File: src/rtl/scal_mac_pkg.sv
package scal_mac_pkg;

    typedef enum logic [1:0] {
        LANES_1 = 2'd0,
        LANES_2 = 2'd1,
        LANES_4 = 2'd2
    } lane_mode_e;

    // Reserved code 3 falls back to the single-lane mode.
    function automatic lane_mode_e decode_mode(input logic [1:0] code);
        case (code)
            2'd1:    return LANES_2;
            2'd2:    return LANES_4;
            default: return LANES_1;
        endcase
    endfunction

endpackage

File: src/rtl/scal_mac_cond.sv
// Round-half-up and zero the low bits of one signed lane operand.
module scal_mac_cond #(
    parameter int W  = 16,
    parameter int KW = 4
) (
    input  logic [W-1:0]  x_i,
    input  logic [KW-1:0] drop_i,
    output logic [W-1:0]  y_o
);
    int                k;
    logic signed [W:0] sum;
    logic [W-1:0]      keep;

    always_comb begin
        k    = (int'(drop_i) > W - 1) ? W - 1 : int'(drop_i);
        keep = {W{1'b1}} << k;
        sum  = '0;
        if (k == 0) begin
            y_o = x_i;
        end else begin
            sum = $signed({x_i[W-1], x_i}) + $signed((W+1)'(1) << (k - 1));
            if (!sum[W] && sum[W-1]) begin
                y_o = {1'b0, {(W-1){1'b1}}} & keep;
            end else begin
                y_o = sum[W-1:0] & keep;
            end
        end
    end
endmodule

File: src/rtl/scal_mac_mode.sv
// Next accumulator value for one lane configuration.
module scal_mac_mode #(
    parameter int DATA_W = 16,
    parameter int ACC_W  = 48,
    parameter int LANES  = 1,
    parameter int KW     = 4
) (
    input  logic [DATA_W-1:0] a_i,
    input  logic [DATA_W-1:0] b_i,
    input  logic [KW-1:0]     drop_i,
    input  logic [ACC_W-1:0]  acc_i,
    output logic [ACC_W-1:0]  acc_o
);
    localparam int LW = DATA_W / LANES;
    localparam int AW = ACC_W / LANES;

    for (genvar i = 0; i < LANES; i++) begin : g_lane
        logic [LW-1:0]          ca;
        logic [LW-1:0]          cb;
        logic signed [2*LW-1:0] prod;

        scal_mac_cond #(.W(LW), .KW(KW)) i_cond_a (
            .x_i(a_i[i*LW +: LW]), .drop_i(drop_i), .y_o(ca));
        scal_mac_cond #(.W(LW), .KW(KW)) i_cond_b (
            .x_i(b_i[i*LW +: LW]), .drop_i(drop_i), .y_o(cb));

        always_comb begin
            prod = $signed(ca) * $signed(cb);
            acc_o[i*AW +: AW] = acc_i[i*AW +: AW] + AW'(prod);
        end
    end
endmodule

File: src/rtl/scal_mac.sv
module scal_mac
    import scal_mac_pkg::*;
#(
    parameter int DATA_W = 16,
    parameter int ACC_W  = 48
) (
    input  logic              clk,
    input  logic              rst_n,
    input  logic              clr_i,
    input  logic              en_i,
    input  logic [1:0]        mode_i,
    input  logic [3:0]        drop_i,
    input  logic [DATA_W-1:0] a_i,
    input  logic [DATA_W-1:0] b_i,
    output logic [ACC_W-1:0]  acc_o,
    output logic [1:0]        mode_o
);
    localparam int NUM_MODES = 3;
    localparam int KW        = 4;

    typedef struct packed {
        lane_mode_e       mode;
        logic [ACC_W-1:0] acc;
    } state_t;

    state_t           st_d, st_q;
    logic [ACC_W-1:0] nxt [NUM_MODES];

    for (genvar m = 0; m < NUM_MODES; m++) begin : g_mode
        scal_mac_mode #(
            .DATA_W(DATA_W), .ACC_W(ACC_W), .LANES(1 << m), .KW(KW)
        ) i_mode (
            .a_i(a_i), .b_i(b_i), .drop_i(drop_i),
            .acc_i(st_q.acc), .acc_o(nxt[m])
        );
    end

    always_comb begin
        st_d = st_q;
        if (clr_i) begin
            st_d.acc  = '0;
            st_d.mode = decode_mode(mode_i);
        end else if (en_i) begin
            case (st_q.mode)
                LANES_2: st_d.acc = nxt[1];
                LANES_4: st_d.acc = nxt[2];
                default: st_d.acc = nxt[0];
            endcase
        end
    end

    always_ff @(posedge clk or negedge rst_n) begin
        if (!rst_n) begin
            st_q <= '{mode: LANES_1, acc: '0};
        end else begin
            st_q <= st_d;
        end
    end

    assign acc_o  = st_q.acc;
    assign mode_o = st_q.mode;

    assert_clear_zero_R8: assert property (@(posedge clk) disable iff (!rst_n)
        clr_i |=> (acc_o == '0));

    assert_mode_hold_R8: assert property (@(posedge clk) disable iff (!rst_n)
        !clr_i |=> $stable(mode_o));

    assert_idle_hold_R9: assert property (@(posedge clk) disable iff (!rst_n)
        (!clr_i && !en_i) |=> $stable(acc_o));

    assert_zero_operand_R4: assert property (@(posedge clk) disable iff (!rst_n)
        (!clr_i && en_i && a_i == '0) |=> $stable(acc_o));

endmodule

File: config.mk
export PLATFORM = sky130hd
export DESIGN_NAME = scal_mac
export DESIGN_NICKNAME = d
export VERILOG_FILES = /design/src/rtl/scal_mac_pkg.sv /design/src/rtl/scal_mac_cond.sv /design/src/rtl/scal_mac_mode.sv /design/src/rtl/scal_mac.sv
export SDC_FILE = /design/constraint.sdc
export NUM_CORES = 2
export LEC_CHECK = 0
export ABC_AREA = 1
export BUFFER_PORTS_ARGS = -buffer_cell sky130_fd_sc_hd__buf_2
export CAP_MARGIN = 5
export CORE_UTILIZATION = 25
export DETAILED_ROUTE_END_ITERATION = 7
export GPL_ROUTABILITY_DRIVEN = 0
export PLACE_DENSITY_LB_ADDON = 0.08
export SLEW_MARGIN = 20
export SYNTH_ARGS = -nofsm -noshare
export SYNTH_HDL_FRONTEND = slang
export SYNTH_SLANG_ARGS = --single-unit
File: constraint.sdc
create_clock -name clk -period 5.1 [get_ports clk]
set_input_delay 0.255 -clock clk [delete_from_list [all_inputs] [get_ports clk]]
set_output_delay 0.255 -clock clk [all_outputs]
set_load 0.01 [all_outputs]
==> metrics.md <==
| Metric | Value |
|---|---|
| Mapped Area | ~34000 um2 |
| Number of fillers in the final layout | between 10k and 15k |
| Nets | around 7.4k |
| Achievable clock frequency | 0.104 GHz |
| Total nets after synthesis | around 5.9k |
| Die X | ~370 um |
| Register-to-Register Path Depth | 13 |
| First-pass GRT wire length | 237 mm |
| Largest net degree at the start of global routing | 51 |
| Share of the synthesized area in the top cell type | 25.5% |
| Maximum clock path buffer count | 2 |
| Endpoint arrival time on the critical path | 9790 ps |
| Worst Path Class, Setup | in -> reg |
| Final-report hold violation count | 0 |
| Number of placement rows | 135 |
| Synth Instances | 4975 |
| Synthesized area per cell | 6.86 um2 |
| Transition time of the tightest slew-check pin | 952 ps |
| Status | complete, but fails checks |
| Maximum level of the CTS H-tree | 2 |
| Beginning of the critical path | drop_i[0] |
| Data required time of the critical path | between 5000 and 6000 ps |
| Cell accounting for the most synthesized area | sky130_fd_sc_hd__fa_1 |
| Cts bufs inserted | 5 |
| Post-synthesis register bit count | 50 |
| Worst setup skew after layout | around 14 ps |
| Register-to-Register Setup Slack | between 2000 and 2500 ps |
| Most used standard cells in the synthesized netlist | sky130_fd_sc_hd__nand2_1 (1236), sky130_fd_sc_hd__inv_1 (1051), sky130_fd_sc_hd__fa_1 (434), sky130_fd_sc_hd__ha_1 (430), sky130_fd_sc_hd__a21oi_1 (355) |
| Antenna diodes | 0 |
| RSZ-0062 raised after global routing | true |
| Number of max-cap violations | 0 |
| Post-route worst setup slack | -4470 ps |
| Detailed-routing iteration count for the pre-antenna-repair pass | 5 |
| Slew Viols, Final | 0 |
| Most frequently used flop master after synthesis | sky130_fd_sc_hd__dfrtp_1 |
| Vias in the first global route | 38.9k |
| Share of layout cells above drive strength 1 | 37.4% |
| Detail-routed net length per standard cell | 18.7 um |
| Clock Pin Slew Worst Setup and Hold Paths | 90 ps |
| Antenna-violating nets left | 0 |
| Final Setup Violations | 46 |
| Startpoint Class | input port |
| Number of sinks handled by clock tree synthesis | 50 |
| Skew-Pair Late Insertion Delay | 330 ps |
| Post-Route Hold Slack | around 120 ps |
| Critical-path maximum fanout | 7 |
| All-Layer GR Usage | a little under a quarter |
| Final Routed Wirelength | between 150 and 200 mm |
| Clock tree from TritonCTS | yes |
| Proportion of synthesized flip-flops having asynchronous set or reset | 100% |
| Longest individual stage delay on the worst path | 600 ps |
| Area growth from synthesis to final layout | 55.3% |
| Root buffer cell | sky130_fd_sc_hd__clkbuf_16 |
| Antenna violations before repair | 0 |
| Kind of end point of the critical path | flop |
| Sequential element share of the synthesized area | 3.67% |
| Die Y-Extent | 372 um |
| Yosys warning count | 0 |
| Sum of overflow across all layers after global routing | 0 |
| Failing checks | setup timing |
| Crit path to | acc_o[43] |
| End of the worst register-to-register path | acc_o[30] |
| Min Clock Period, post-route | approximately 9600 ps |
| Number of vias per cell after detailed routing | 4.51 |
| Placeable core area | 135000 um2 |
| Number of primary I/O pins | 92 |
| Number of synthesized flops with an enable pin | 0 |
| Starting density of the core | 25.2% |
| Die outline area | 138000 um2 |
| Worst slew margin relative to its limit | between 30% and 40% |
| Count of routing violations after the opening detailed-route iteration | approximately 2.1k |
| Detailed-placement wirelength estimate | 131 mm |
| Most frequently used cell type in the post-synthesis netlist | sky130_fd_sc_hd__nand2_1 |
| Final cycle utilization of the critical path | 188% |
| Post-detailed-route DRC marker count | 0 |
| Synth top area cells | sky130_fd_sc_hd__fa_1 (25%), sky130_fd_sc_hd__ha_1 (16%), sky130_fd_sc_hd__nand2_1 (14%) |
| # port buffers | between 90 and 100 |
| Cell type of the slowest stage on the worst timing path | sky130_fd_sc_hd__fa_1 |
| Distinct cell type count after synthesis | 60 |
| Reg-to-reg critical path startpoint | acc_o[1] |
| Count of vias placed by the detailed router | 37.4k |
| Class of the tightest hold or removal check | in -> reg |
-- cells by family after synthesis --
kind of cell               Yosys count  share of synthesized area [%]
AOI/OAI and AO/OA                  772                           12.8
xor gates and xnor gates           196                           5.03
adders and majority gates          864                           41.2
buffers and inverters             1136                           13.1
DFF                                 50                           3.67
other                                1                         0.0110
and+or+nand+nor                   1956                           24.2
-- layout by cell type, fill, tap and decap left out, drive strengths merged, types with 3 or more instances in the layout --
cell type  Yosys  layout
a32o           9       9
inv         1054    1053
and2          12      12
o221ai         8       8
fa           434     434
buf           41    1602
or2           28      28
a22oi          3       3
a31oi         19      19
o31ai          3       3
clkbuf        41       7
nor4          18      18
o21ai        244     244
nor2         262     262
o21bai        27      27
a21boi         8       8
nand3        259     259
a21oi        366     366
a211oi         3       3
a21o          25      25
o211ai        24      24
nand4         36      36
xnor2         75      75
a221oi         3       3
nand3b        10      10
o2111ai        4       4
nand2       1292    1300
dfrtp         50      50
nor3          36      36
ha           430     430
a31o           4       4
o311ai         3       3
o21a           9       9
xor2         121     121
-- repair_timing --
action                                  in CTS  in global routing
hold buffers                                 0                  0
pin swaps                                  251                216
resized for setup                          616                340
gates cloned                                 5                  3
endpoints found under the setup margin      47                 47
setup buffers                               92                 80
endpoints found under the hold margin        0                  0
-- area by class of cell --
type                    instances  area [um2]  area share, %
clock buffers                   7         143          0.269
inverters                    1054        4000           7.55
clock inverters                 1        8.76         0.0165
flip-flops and latches         50        1250           2.36
repair buffers               1602       12600           23.8
multi-input cells            3797       32700           61.8
well taps                    1781        2230           4.20
-- critical path, delay by kind of cell --
family	cells	cell delay [ps]
adders and majority gates	11	4380
buffers and inverters	14	1360
xor gates and xnor gates	1	200
AOI/OAI and AO/OA	9	1370
and+or+nand+nor	21	2210
-- stage by stage --
stage | cells | cell area [um2] | worst slack, ps | TNS [ps] | util, %
final | 8292 | 53000 | -4470 | -173140 | 39.1
after global routing | 8292 | 53000 | -4940 | -193870 | 39.1
after CTS | 8212 | 50900 | -4450 | -171620 | 37.6
after detailed placement | 8113 | 47500 | -5430 | -211800 | 35.0
after global placement | 8113 | 47500 | -5420 | -211890 | 35.0
after floorplan | 4975 | 34800 | -4080 | -145740 | -
-- sequential cells by signal, summed over array words and instances (netlist names) --
| signal | flops |
|---|---|
| mode_o | 2 |
| acc_o | 48 |
-- layer usage --
| layer | share of wire [%] | GRT usage, % | up-vias |
|---|---|---|---|
| met5 | 0 | 0 | - |
| met4 | 1.8 | 2.65 | 0 |
| met3 | 2.9 | 1.34 | 93 |
| met2 | 47 | 39.0 | 577 |
| met1 | 48 | 31.4 | 17959 |
| li1 | - | - | 18762 |
-- worst min path at each step --
| stage | from | endpoint | slack (ps) | cells past startpoint |
|---|---|---|---|---|
| floorplan | rst_n | acc_o[0] | -40 | 0 |
| global placement | mode_i[1] | mode_o[0] | 460 | 2 |
| detailed placement | mode_i[1] | mode_o[0] | 470 | 2 |
| CTS | mode_i[1] | mode_o[0] | 120 | 2 |
| global route | mode_i[1] | mode_o[0] | 120 | 2 |
| finish | mode_i[1] | mode_o[0] | 120 | 2 |
Power is left out: the tool's default activity adds up to more than one toggle a clock period on the data nets, which glitch-free logic cannot reach.
